$ cat src/rtl/spi_reg_pkg.sv
package spi_reg_pkg;
  localparam int FRAME_BITS = 24;
  localparam int ADDR_W     = 6;
  localparam int DATA_W     = 16;
  localparam int CNT_W      = $clog2(FRAME_BITS) + 1;

  localparam logic [ADDR_W-1:0] A_CTL  = 6'h00;
  localparam logic [ADDR_W-1:0] A_ALM  = 6'h01;
  localparam logic [ADDR_W-1:0] A_MSK  = 6'h02;
  localparam logic [ADDR_W-1:0] A_EN   = 6'h03;
  localparam logic [ADDR_W-1:0] A_LIN  = 6'h04;
  localparam logic [ADDR_W-1:0] A_LO   = 6'h05;
  localparam logic [ADDR_W-1:0] A_ADC  = 6'h06;
  localparam logic [ADDR_W-1:0] A_ADCO = 6'h0C;

  localparam int CTL_PAR_BIT  = 15;
  localparam int CTL_SRST_BIT = 14;
  localparam int ALM_FEW_BIT  = 14;
  localparam int ALM_MANY_BIT = 13;
  localparam int ALM_ADDR_BIT = 12;

  function automatic logic addr_mapped(input logic [ADDR_W-1:0] a);
    return (a <= A_ADC) || (a == A_ADCO);
  endfunction
endpackage

$ cat src/rtl/spi_frame_rx.sv
module spi_frame_rx
  import spi_reg_pkg::*;
#(
  parameter int SYNC = 2
) (
  input  logic                clk,
  input  logic                rst,
  input  logic                sclk,
  input  logic                cs_n,
  input  logic                mosi,
  input  logic [DATA_W-1:0]   rdata,
  output logic                miso,
  output logic                dec_vld,
  output logic                dec_rd,
  output logic [ADDR_W-1:0]   dec_addr,
  output logic                end_vld,
  output logic [CNT_W-1:0]    end_cnt,
  output logic                end_rd,
  output logic [ADDR_W-1:0]   end_addr,
  output logic [DATA_W-1:0]   end_data
);
  localparam logic [CNT_W-1:0] C_HDR_LAST = CNT_W'(ADDR_W);
  localparam logic [CNT_W-1:0] C_TX_FIRST = CNT_W'(ADDR_W + 1);
  localparam logic [CNT_W-1:0] C_TX_LAST  = CNT_W'(FRAME_BITS - 2);
  localparam logic [CNT_W-1:0] C_SAT      = {CNT_W{1'b1}};

  logic [SYNC:0]           sclk_p, cs_p;
  logic [SYNC-1:0]         mosi_p;
  logic [FRAME_BITS-1:0]   sh;
  logic [DATA_W-1:0]       tx;
  logic [CNT_W-1:0]        cnt;

  logic rise, fall, act, cs_start, cs_stop, mosi_now;

  assign rise     =  sclk_p[SYNC-1] & ~sclk_p[SYNC];
  assign fall     = ~sclk_p[SYNC-1] &  sclk_p[SYNC];
  assign act      = ~cs_p[SYNC-1];
  assign cs_start =  cs_p[SYNC] & ~cs_p[SYNC-1];
  assign cs_stop  = ~cs_p[SYNC] &  cs_p[SYNC-1];
  assign mosi_now =  mosi_p[SYNC-1];

  always_ff @(posedge clk) begin
    if (rst) begin
      sclk_p <= '0;
      cs_p   <= '1;
      mosi_p <= '0;
    end else begin
      sclk_p <= {sclk_p[SYNC-1:0], sclk};
      cs_p   <= {cs_p[SYNC-1:0], cs_n};
      mosi_p <= {mosi_p[SYNC-2:0], mosi};
    end
  end

  always_ff @(posedge clk) begin
    if (rst) begin
      sh      <= '0;
      tx      <= '0;
      cnt     <= '0;
      miso    <= 1'b0;
      dec_vld <= 1'b0;
      end_vld <= 1'b0;
      end_cnt <= '0;
    end else begin
      dec_vld <= 1'b0;
      end_vld <= 1'b0;
      if (cs_start) begin
        sh   <= '0;
        tx   <= '0;
        cnt  <= '0;
        miso <= 1'b0;
      end else if (cs_stop) begin
        end_vld <= 1'b1;
        end_cnt <= cnt;
        miso    <= 1'b0;
      end else if (act) begin
        if (rise) begin
          sh <= {sh[FRAME_BITS-2:0], mosi_now};
          if (cnt != C_SAT) cnt <= cnt + 1'b1;
          if (cnt == C_HDR_LAST) dec_vld <= 1'b1;
        end
        if (fall) begin
          if (cnt >= C_TX_FIRST && cnt <= C_TX_LAST) begin
            miso <= tx[DATA_W-1];
            tx   <= {tx[DATA_W-2:0], 1'b0};
          end else begin
            miso <= 1'b0;
          end
        end
        if (dec_vld) tx <= rdata;
      end
    end
  end

  assign dec_rd   = sh[ADDR_W];
  assign dec_addr = sh[ADDR_W-1:0];
  assign end_rd   = sh[FRAME_BITS-1];
  assign end_addr = sh[FRAME_BITS-2 -: ADDR_W];
  assign end_data = sh[DATA_W:1];
endmodule

$ cat src/rtl/spi_reg_bank.sv
module spi_reg_bank
  import spi_reg_pkg::*;
#(
  parameter logic [7:0] CHIP_ID = 8'h0A,
  parameter logic [3:0] REV     = 4'h1,
  parameter int         EN_W    = 9,
  parameter int         LIN_W   = 8,
  parameter int         TRIM_W  = 4,
  parameter int         ADC_W   = 4
) (
  input  logic               clk,
  input  logic               rst,
  input  logic               dec_vld,
  input  logic               dec_rd,
  input  logic [ADDR_W-1:0]  dec_addr,
  output logic [DATA_W-1:0]  rdata,
  input  logic               end_vld,
  input  logic [CNT_W-1:0]   end_cnt,
  input  logic               end_rd,
  input  logic [ADDR_W-1:0]  end_addr,
  input  logic [DATA_W-1:0]  end_data,
  output logic [DATA_W-1:0]  alarm,
  output logic [EN_W-1:0]    en_o,
  output logic [LIN_W-1:0]   lin_o,
  output logic               lo_side_o,
  output logic [TRIM_W-1:0]  q_trim_o,
  output logic [TRIM_W-1:0]  i_trim_o,
  output logic [ADC_W-1:0]   adc_ctl_o
);
  localparam logic [CNT_W-1:0] C_FULL = CNT_W'(FRAME_BITS);
  localparam int SIDE_BIT = 10;

  logic              par_q;
  logic [DATA_W-1:0] mask_q;
  logic              wr_go, srst, alm_clr;
  logic [DATA_W-1:0] alm_set;

  assign wr_go   = end_vld && (end_cnt == C_FULL) && !end_rd && addr_mapped(end_addr);
  assign srst    = wr_go && (end_addr == A_CTL) && end_data[CTL_SRST_BIT];
  assign alm_clr = dec_vld && dec_rd && (dec_addr == A_ALM);

  always_comb begin
    alm_set = '0;
    alm_set[ALM_ADDR_BIT] = dec_vld && !addr_mapped(dec_addr);
    alm_set[ALM_FEW_BIT]  = end_vld && (end_cnt < C_FULL);
    alm_set[ALM_MANY_BIT] = end_vld && (end_cnt > C_FULL);
  end

  always_comb begin
    rdata = '0;
    unique case (dec_addr)
      A_CTL: rdata = {par_q, 3'b000, CHIP_ID, REV};
      A_ALM: rdata = alarm;
      A_MSK: rdata = mask_q;
      A_EN:  rdata = DATA_W'(en_o);
      A_LIN: rdata = DATA_W'(lin_o);
      A_LO:  rdata = {5'b0, lo_side_o, 2'b0, q_trim_o, i_trim_o};
      A_ADC: rdata = DATA_W'(adc_ctl_o);
      default: rdata = '0;
    endcase
  end

  always_ff @(posedge clk) begin
    if (rst || srst) begin
      par_q     <= 1'b0;
      mask_q    <= '0;
      alarm     <= '0;
      en_o      <= '0;
      lin_o     <= '0;
      lo_side_o <= 1'b0;
      q_trim_o  <= '0;
      i_trim_o  <= '0;
      adc_ctl_o <= '0;
    end else begin
      alarm <= (alarm & ~{DATA_W{alm_clr}}) | alm_set;
      if (wr_go) begin
        unique case (end_addr)
          A_CTL: par_q  <= end_data[CTL_PAR_BIT];
          A_MSK: mask_q <= end_data;
          A_EN:  en_o   <= end_data[EN_W-1:0];
          A_LIN: lin_o  <= end_data[LIN_W-1:0];
          A_LO: begin
            lo_side_o <= end_data[SIDE_BIT];
            q_trim_o  <= end_data[2*TRIM_W-1:TRIM_W];
            i_trim_o  <= end_data[TRIM_W-1:0];
          end
          A_ADC: adc_ctl_o <= end_data[ADC_W-1:0];
          default: ;
        endcase
      end
    end
  end
endmodule

$ cat src/rtl/spi_reg_slave.sv
module spi_reg_slave
  import spi_reg_pkg::*;
#(
  parameter int         SYNC    = 2,
  parameter logic [7:0] CHIP_ID = 8'h0A,
  parameter logic [3:0] REV     = 4'h1
) (
  input  logic       clk,
  input  logic       rst,
  input  logic       sclk,
  input  logic       cs_n,
  input  logic       mosi,
  output logic       miso,
  output logic [8:0] en_o,
  output logic [7:0] lin_o,
  output logic       lo_side_o,
  output logic [3:0] q_trim_o,
  output logic [3:0] i_trim_o,
  output logic [3:0] adc_ctl_o
);
  logic              dec_vld, dec_rd, end_vld, end_rd;
  logic [ADDR_W-1:0] dec_addr, end_addr;
  logic [CNT_W-1:0]  end_cnt;
  logic [DATA_W-1:0] end_data, rdata, alarm;

  spi_frame_rx #(.SYNC(SYNC)) u_rx (
    .clk(clk), .rst(rst), .sclk(sclk), .cs_n(cs_n), .mosi(mosi),
    .rdata(rdata), .miso(miso),
    .dec_vld(dec_vld), .dec_rd(dec_rd), .dec_addr(dec_addr),
    .end_vld(end_vld), .end_cnt(end_cnt), .end_rd(end_rd),
    .end_addr(end_addr), .end_data(end_data)
  );

  spi_reg_bank #(.CHIP_ID(CHIP_ID), .REV(REV)) u_bank (
    .clk(clk), .rst(rst),
    .dec_vld(dec_vld), .dec_rd(dec_rd), .dec_addr(dec_addr), .rdata(rdata),
    .end_vld(end_vld), .end_cnt(end_cnt), .end_rd(end_rd),
    .end_addr(end_addr), .end_data(end_data), .alarm(alarm),
    .en_o(en_o), .lin_o(lin_o), .lo_side_o(lo_side_o),
    .q_trim_o(q_trim_o), .i_trim_o(i_trim_o), .adc_ctl_o(adc_ctl_o)
  );
endmodule

$ cat config.mk
export PLATFORM = sky130hd
export DESIGN_NAME = spi_reg_slave
export DESIGN_NICKNAME = d
export VERILOG_FILES = /design/src/rtl/spi_reg_pkg.sv /design/src/rtl/spi_frame_rx.sv /design/src/rtl/spi_reg_bank.sv /design/src/rtl/spi_reg_slave.sv
export SDC_FILE = /design/constraint.sdc
export NUM_CORES = 1
export LEC_CHECK = 0
export BUFFER_PORTS_ARGS = -buffer_cell sky130_fd_sc_hd__buf_4
export CAP_MARGIN = 20
export CORE_ASPECT_RATIO = 0.5
export CORE_MARGIN = 2
export CORE_UTILIZATION = 59
export DETAILED_ROUTE_END_ITERATION = 10
export HOLD_SLACK_MARGIN = 0.02
export PLACE_DENSITY_LB_ADDON = 0.1
export SLEW_MARGIN = 25
export SYNTH_ARGS = -nofsm -noshare
export SYNTH_HDL_FRONTEND = slang
export SYNTH_HIERARCHICAL = 1
export SYNTH_SLANG_ARGS = --single-unit
$ cat constraint.sdc
create_clock -name clk -period 4.6 [get_ports clk]
set_clock_uncertainty 0.2 [all_clocks]
set_input_delay 0.69 -clock clk [delete_from_list [all_inputs] [get_ports clk]]
set_output_delay 0.69 -clock clk [all_outputs]
set_load 0.01 [all_outputs]
==> qor.txt, run 1 <==
Clk_lat worst skew - 410 ps
Top-area cell type share of the netlist area - 0.4613
Final setup viols - 0
Synth warn - 6
CTS Sinks - 126
Fin. max-slew vios - 0
Synth area leaders - dfxtp_1 (46%), mux2i_1 (14%), nand2_1 (6.6%), nor2_1 (4.9%), mux2_2 (4.1%)
Global route overflow - 0
Overall power - 2.308 mW
DRT antenna net count - 0
CP Max Fanout - 16
I/O Pins - 36
Fin area - 0.006200 mm2
Max_cap viols - 0
Number of remaining DRC errors - 3
Worst EP required - 4740 ps
CTS tree - done
Status - complete, but fails checks
R2R setup slack - 1750 ps
Area Overhead vs Synth - 13.39%
Synthesized area per cell - 9.174 um2
Vias in the first global route - 3902
TritonCTS Buffers - 17
Final WS setup - 1754 ps
Max VDD drop - 306.8 uV
Seq/Total Area, Yosys - 0.4613
Most used DFF post-synth - dfxtp_1
Die Span X - 140.1 um
Clock-pin slew on the worst setup and hold paths - 50 ps
Via density - 5.732
Count of cell types in the netlist - 51
First-pass GRT wire length - 20260 um
Initial Util - 0.6172
Critical path startpoint - u_rx/sh[1]
Via count - 4242
Post-CTS Setup Inserts - 0
Worst reg2reg path endpoint - u_rx/tx[4]
Total global-route track usage - 0.2589
Initial antenna violation count - 0
RSZ-0062 raised after global routing - no
Worst reg2reg path depth - 7
Post-synth top cells - dfxtp_1 (126), nand2_1 (96), mux2i_1 (74)
Fin cells - 740
# port buffers - 35
Worst rel slew slack - 0.2860
Hold_ws - 210.6 ps
Final core utilization - 0.6999
Clock buffer depth - 2
Count leader, synth - dfxtp_1
Die ar. - 0.01010 mm2
Final period utilization - 0.6188
Worst EP arrival - 2990 ps
Maximum clock frequency - 351.3 MHz
Chip Height - 72.07 um
Largest net degree at the start of global routing - 50
Reg-to-reg startpoint - u_rx/sh[1]
CTS root buffer - clkbuf_16
Slew @ Worst Pin - 1071 ps
Rows - 24
Leakage power - 2.520 nW
Synthesized area - 0.005468 mm2
Setup_tns - 0 ps
Post-synth EDFFs - 0
Core box area - 0.008859 mm2
Antenna fix cells - 0
Flops & latches, synth - 126
Synth area leader - dfxtp_1
Final Hold Viols - 0
DR pass1 iterations - 8
Number of H-tree levels - 4
Post-DP HPWL - 8062 um
CP startpoint kind - register
Syn_nets - 603
Crit path to - u_rx/tx[4]
Placed insts - 710
Failing checks - design-rule violations
Pwr Density - 372.3 mW/mm2
Synth async-reset ratio - 0
Post_cts resized - 0
Crit end category - register
Initial DRC count - 387
Pre-CTS setup slack - 1763 ps
Cells after synthesis - 596
WL/cell - 16.72 um
CP Class - reg2reg
Placed instance area - 0.005680 mm2
# hold bufs at CTS - 0
HP Class - reg2reg
GPL Wtd Cong - 0.8791
Nets - 619
Layout cells sized above 1 - 0.1637
Routed WL - 12380 um
Fin crit period - 2846 ps
## area by class of cell
cell class                 count  area, um2
sequential                   126       2522
clock inverter                 7      40.04
fill                         688       2659
inverter                       7      26.28
clock buffer                  23      478.0
timing repair buffer          40      300.3
tap                          117      146.4
multi-input combinational    420       2686
## critical path: stages, from the launching register on
cell     delay (ps)
dfxtp_1         740
buf_4           320
nor2b_1         720
a22oi_1         210
o22ai_1         190
mux2_2          170
nand2_1          50
mux2i_1         160
## metal layers
| layer | share of wire | up-vias | routed length (um) | global-route usage |
|---|---|---|---|---|
| met5 | 0 | - | 0 | 0 |
| met4 | 0.0098 | 0 | 121 | 0.08642 |
| met3 | 0.059 | 14 | 724 | 0.07327 |
| met2 | 0.44 | 123 | 5430 | 0.4031 |
| met1 | 0.49 | 2016 | 6099 | 0.3527 |
| li1 | - | 2089 | - | - |
## state kept, by name, indices dropped and copies added (netlist names)
register / flops
u_bank/mask_q: 16
u_rx/end_cnt: 6
u_rx/tx: 16
u_rx/mosi_p: 2
u_rx/miso: 1
u_rx/cnt: 6
u_bank/i_trim_o: 4
u_bank/par_q: 1
u_bank/q_trim_o: 4
u_bank/en_o: 9
u_bank/lo_side_o: 1
u_rx/end_vld: 1
u_rx/dec_vld: 1
u_bank/alarm: 16
u_bank/lin_o: 8
u_bank/adc_ctl_o: 4
u_rx/sclk_p: 3
u_rx/cs_p: 3
u_rx/sh: 24
## how the worst min path moves through the flow
stage,start,to,slack (ps),depth (start not counted)
5_1_grt,u_rx/cs_p[0],u_rx/cs_p[1],220,1
6_report,u_rx/cs_p[0],u_rx/cs_p[1],210,1
3_5_place_dp,u_rx/cs_p[0],u_rx/cs_p[1],200,1
4_1_cts,u_rx/cs_p[0],u_rx/cs_p[1],210,1
3_3_place_gp,u_rx/cs_p[0],u_rx/cs_p[1],190,1
2_1_floorplan,u_rx/cs_p[0],u_rx/cs_p[1],190,1
## logic make-up after synthesis
family	share of synthesized area
AND/OR/NAND/NOR	0.2080
flip-flops	0.4613
multiplexers	0.1767
AO/OA/AOI/OAI	0.09726
buffers and inverters	0.04897
XOR/XNOR	0.003204
adder cells (fa/ha/maj)	0.004576
## power by group
part	leakage (nW)	switching [mW]	total [mW]	internal [mW]
sequential	1.02	0.00220	1.10	1.10
combinational	1.25	0.0266	0.0348	0.00817
clock	0.254	0.457	1.18	0.719
total	2.52	0.485	2.31	1.82
## placed cells by master, fill, tap and decap left out, drive strengths merged, types with 2 or more instances in the layout
master / instances
clkinv: 5
and2: 5
a41oi: 2
o22ai: 5
nor3b: 2
nand4: 6
inv: 7
a21oi: 40
clkbuf: 23
a22oi: 12
ha: 2
buf: 40
mux2: 20
nand2: 96
o21ai: 9
clkinvlp: 2
nand4b: 2
nor2b: 14
or2: 5
a211oi: 5
dfxtp: 126
nand3: 3
nor2: 72
a41o: 2
nor3: 6
xnor2: 2
nor4: 4
mux2i: 74
nand2b: 2
and3: 13
nor4bb: 3
nor4b: 2
or4: 2
Power figures use the tool's default switching activity.
==> inputs of run 2 (changes only) <==
--- a/config.mk
+++ b/config.mk
@@ -5,6 +5,7 @@
 export SDC_FILE = /design/constraint.sdc
 export NUM_CORES = 1
 export LEC_CHECK = 0
+export ABC_AREA = 1
 export BUFFER_PORTS_ARGS = -buffer_cell sky130_fd_sc_hd__buf_4
 export CAP_MARGIN = 20
 export CORE_ASPECT_RATIO = 0.5
==> constraint.sdc (replaced) <==
create_clock -name clk -period 2.8 [get_ports clk]
set_clock_uncertainty 0.2 [all_clocks]
set_input_delay 0.42 -clock clk [delete_from_list [all_inputs] [get_ports clk]]
set_output_delay 0.42 -clock clk [all_outputs]
set_load 0.01 [all_outputs]
==> run 2 against run 1 <==
The flow now finishes without violations. Die area up 11%. Synthesized area up 11%. Setup slack worse by 1300 ps. Sequential power up 65%. Flip-flop and latch count unchanged. Cell area up 11%. Highest routed layer unchanged. Hold slack worse by 160 ps. Sequential share of layout area down 3.9 points.
==> qor.txt, run 2 <==
Clock-pin slew on the worst setup and hold paths - 50 ps (about the same)
Status - completed
Worst reg2reg path depth - 6 (-1)
Cells after synthesis - 874 (+47%)
Total global-route track usage - 0.2926 (+0.03371)
Via count - 5744 (+35%)
CP startpoint kind - register
Most used DFF post-synth - dfxtp_1
Post-synth EDFFs - 0 (unchanged)
Initial antenna violation count - 0 (unchanged)
Crit end category - register
DRT antenna net count - 0 (unchanged)
Worst EP arrival - 2450 ps (-540 ps)
Maximum clock frequency - 424.8 MHz (+21%)
# port buffers - 35 (unchanged)
Nets - 904 (+46%)
Core box area - 0.01012 mm2 (+14%)
Die ar. - 0.01119 mm2 (+11%)
Max_cap viols - 0 (unchanged)
Global route overflow - 0 (unchanged)
Fin cells - 1048 (+42%)
Number of remaining DRC errors - 0 (-3)
DR pass1 iterations - 6 (-2)
TritonCTS Buffers - 17 (unchanged)
Synthesized area - 0.006086 mm2 (+11%)
Pwr Density - 567.1 mW/mm2 (+52%)
Vias in the first global route - 4750 (+22%)
Area Overhead vs Synth - 12.60%
Flops & latches, synth - 126 (unchanged)
Number of fill cells in the layout - 913 (+33%)
Worst EP required - 2900 ps (-1840 ps)
Worst rel slew slack - 0.4304 (+0.1444)
Synth async-reset ratio - 0 (unchanged)
Commonest non-fill, non-tap cell in the layout - nand2_1
Fin. max-slew vios - 0 (unchanged)
Fin crit period - 2354 ps (-492.5 ps)
Die Span X - 147.6 um (+5.3%)
Post-CTS Setup Inserts - 0 (unchanged)
CTS tree - done
Top-area cell type share of the netlist area - 0.4145 (-0.04685)
Final setup viols - 0 (unchanged)
WL/cell - 15.66 um (-6.4%)
First-pass GRT wire length - 25070 um (+24%)
GPL Wtd Cong - 0.9213 (+4.8%)
Slew @ Worst Pin - 847.9 ps (-223.1 ps)
Hold depth - 3 (+2)
Syn_nets - 881 (+46%)
Post-DP HPWL - 10790 um (+34%)
Initial Util - 0.6015 (-0.01570)
Seq/Total Area, Yosys - 0.4145 (-0.04685)
Rows - 26 (+8.3%)
Synth area leaders - dfxtp_1 (41%), nand2_1 (16%), nor2_1 (7.0%), inv_1 (6.0%), nand4_1 (5.9%)
Most frequent cells in the layout - nand2_1 (258), dfxtp_1 (126), nor2_1 (113)
Largest net degree at the start of global routing - 48 (-4.0%)
Layout cells sized above 1 - 0.1377 (-0.02606)
CTS root buffer - clkbuf_16
Final period utilization - 0.8407 (+0.2219)
RSZ-0062 raised after global routing - no
I/O Pins - 36 (unchanged)
Chip Height - 75.82 um (+5.2%)
Antenna fix cells - 0 (unchanged)
Post-synth top cells - nand2_1 (258), dfxtp_1 (126), nor2_1 (114)
Synth warn - 6 (unchanged)
Leakage power - 2.991 nW (+19%)
CP Class - reg2reg
Clk_lat worst skew - 410 ps (about the same)
Placed insts - 1016 (+43%)
Synth area leader - dfxtp_1
Setup_tns - 0 ps (unchanged)
Clock buffer depth - 2 (unchanged)
Max VDD drop - 407.5 uV (+33%)
Synthesized area per cell - 6.963 um2 (-24%)
Via density - 5.481 (-4.4%)
Most flops, register - u_rx/sh
Max FFs per register - 24 (unchanged)
CTS Sinks - 126 (unchanged)
Count leader, synth - nand2_1
Final Hold Viols - 0 (unchanged)
Initial DRC count - 570 (+47%)
CP Max Fanout - 31 (+15)
Count of cell types in the netlist - 34 (-33%)
Routed WL - 16410 um (+33%)
HP Class - in2reg
Number of H-tree levels - 4 (unchanged)
==> run 2: kinds of logic after synthesis <==
group	Yosys count	share of synthesized area
and+or+nand+nor	488	0.3664
DFF	126	0.4145
xor gates and xnor gates	1	0.001439
adders and majority gates	2	0.004111
muxes	1	0.001850
AOI/OAI and AO/OA	99	0.08964
buffers and inverters	157	0.1221
==> run 2: final timing paths <==
check        slack, ps             end      startpoint
min                 50  u_rx/mosi_p[0]            mosi
max                450      u_rx/tx[8]     u_rx/cnt[1]
max reg2reg        450      u_rx/tx[8]     u_rx/cnt[1]
min reg2reg        210  u_rx/mosi_p[1]  u_rx/mosi_p[0]
==> run 2: layout make-up <==
| class | instances | area, um2 | share of cell area |
|---|---|---|---|
| clock buffers | 23 | 457.9 | 0.06682 |
| flip-flops and latches | 126 | 2522 | 0.3681 |
| clock inverters | 7 | 66.31 | 0.009677 |
| multi-input cells | 591 | 2830 | 0.4130 |
| inverters | 110 | 412.9 | 0.06025 |
| repair buffers | 51 | 387.9 | 0.05660 |
| well taps | 140 | 175.2 | 0.02556 |
==> run 2: per-stage QoR <==
step / total power, mW / instance area, um2 / util / hold WS (ps) / setup slack (ps)
6_report: 3.886 / 6853 / 0.6773 / 45.76 / 446.0
5_1_grt: 3.988 / 6853 / 0.6773 / 59.16 / 281.3
4_1_cts: 3.899 / 6853 / 0.6773 / 58.66 / 470.7
3_5_place_dp: 1.913 / 6309 / 0.6235 / 197.4 / 516.5
3_3_place_gp: 1.912 / 6309 / 0.6235 / 190.5 / 586.3
2_1_floorplan: 1.903 / 6086 / - / 188.3 / 974.8
==> run 2: worst max-delay path: stages, from the launching register on <==
cell     delay [ps]
dfxtp_1         380
ha_1            240
nand2_2          80
a21oi_2         200
nand3_2         670
a21oi_1         370
nor2_1           70
==> run 2: what timing repair did <==
item | CTS | global route
resized for setup | 0 | 0
hold endpoints to repair | 2 | 0
hold buffers | 2 | 0
==> run 2: power by group <==
group	internal [mW]	switching, mW	total, mW	leakage, nW
registers	1.80	0.00543	1.81	1.02
logic	0.0183	0.0525	0.0708	1.72
clock network	1.23	0.780	2.01	0.257
==> run 2: per-layer routing <==
layer | vias up | wire, um | track usage
met2 | 258 | 6958 | 0.4393
met1 | 2643 | 7580 | 0.4101
li1 | 2823 | - | -
met3 | 20 | 1670 | 0.09042
met4 | 0 | 201 | 0.08333
met5 | - | 0 | 0
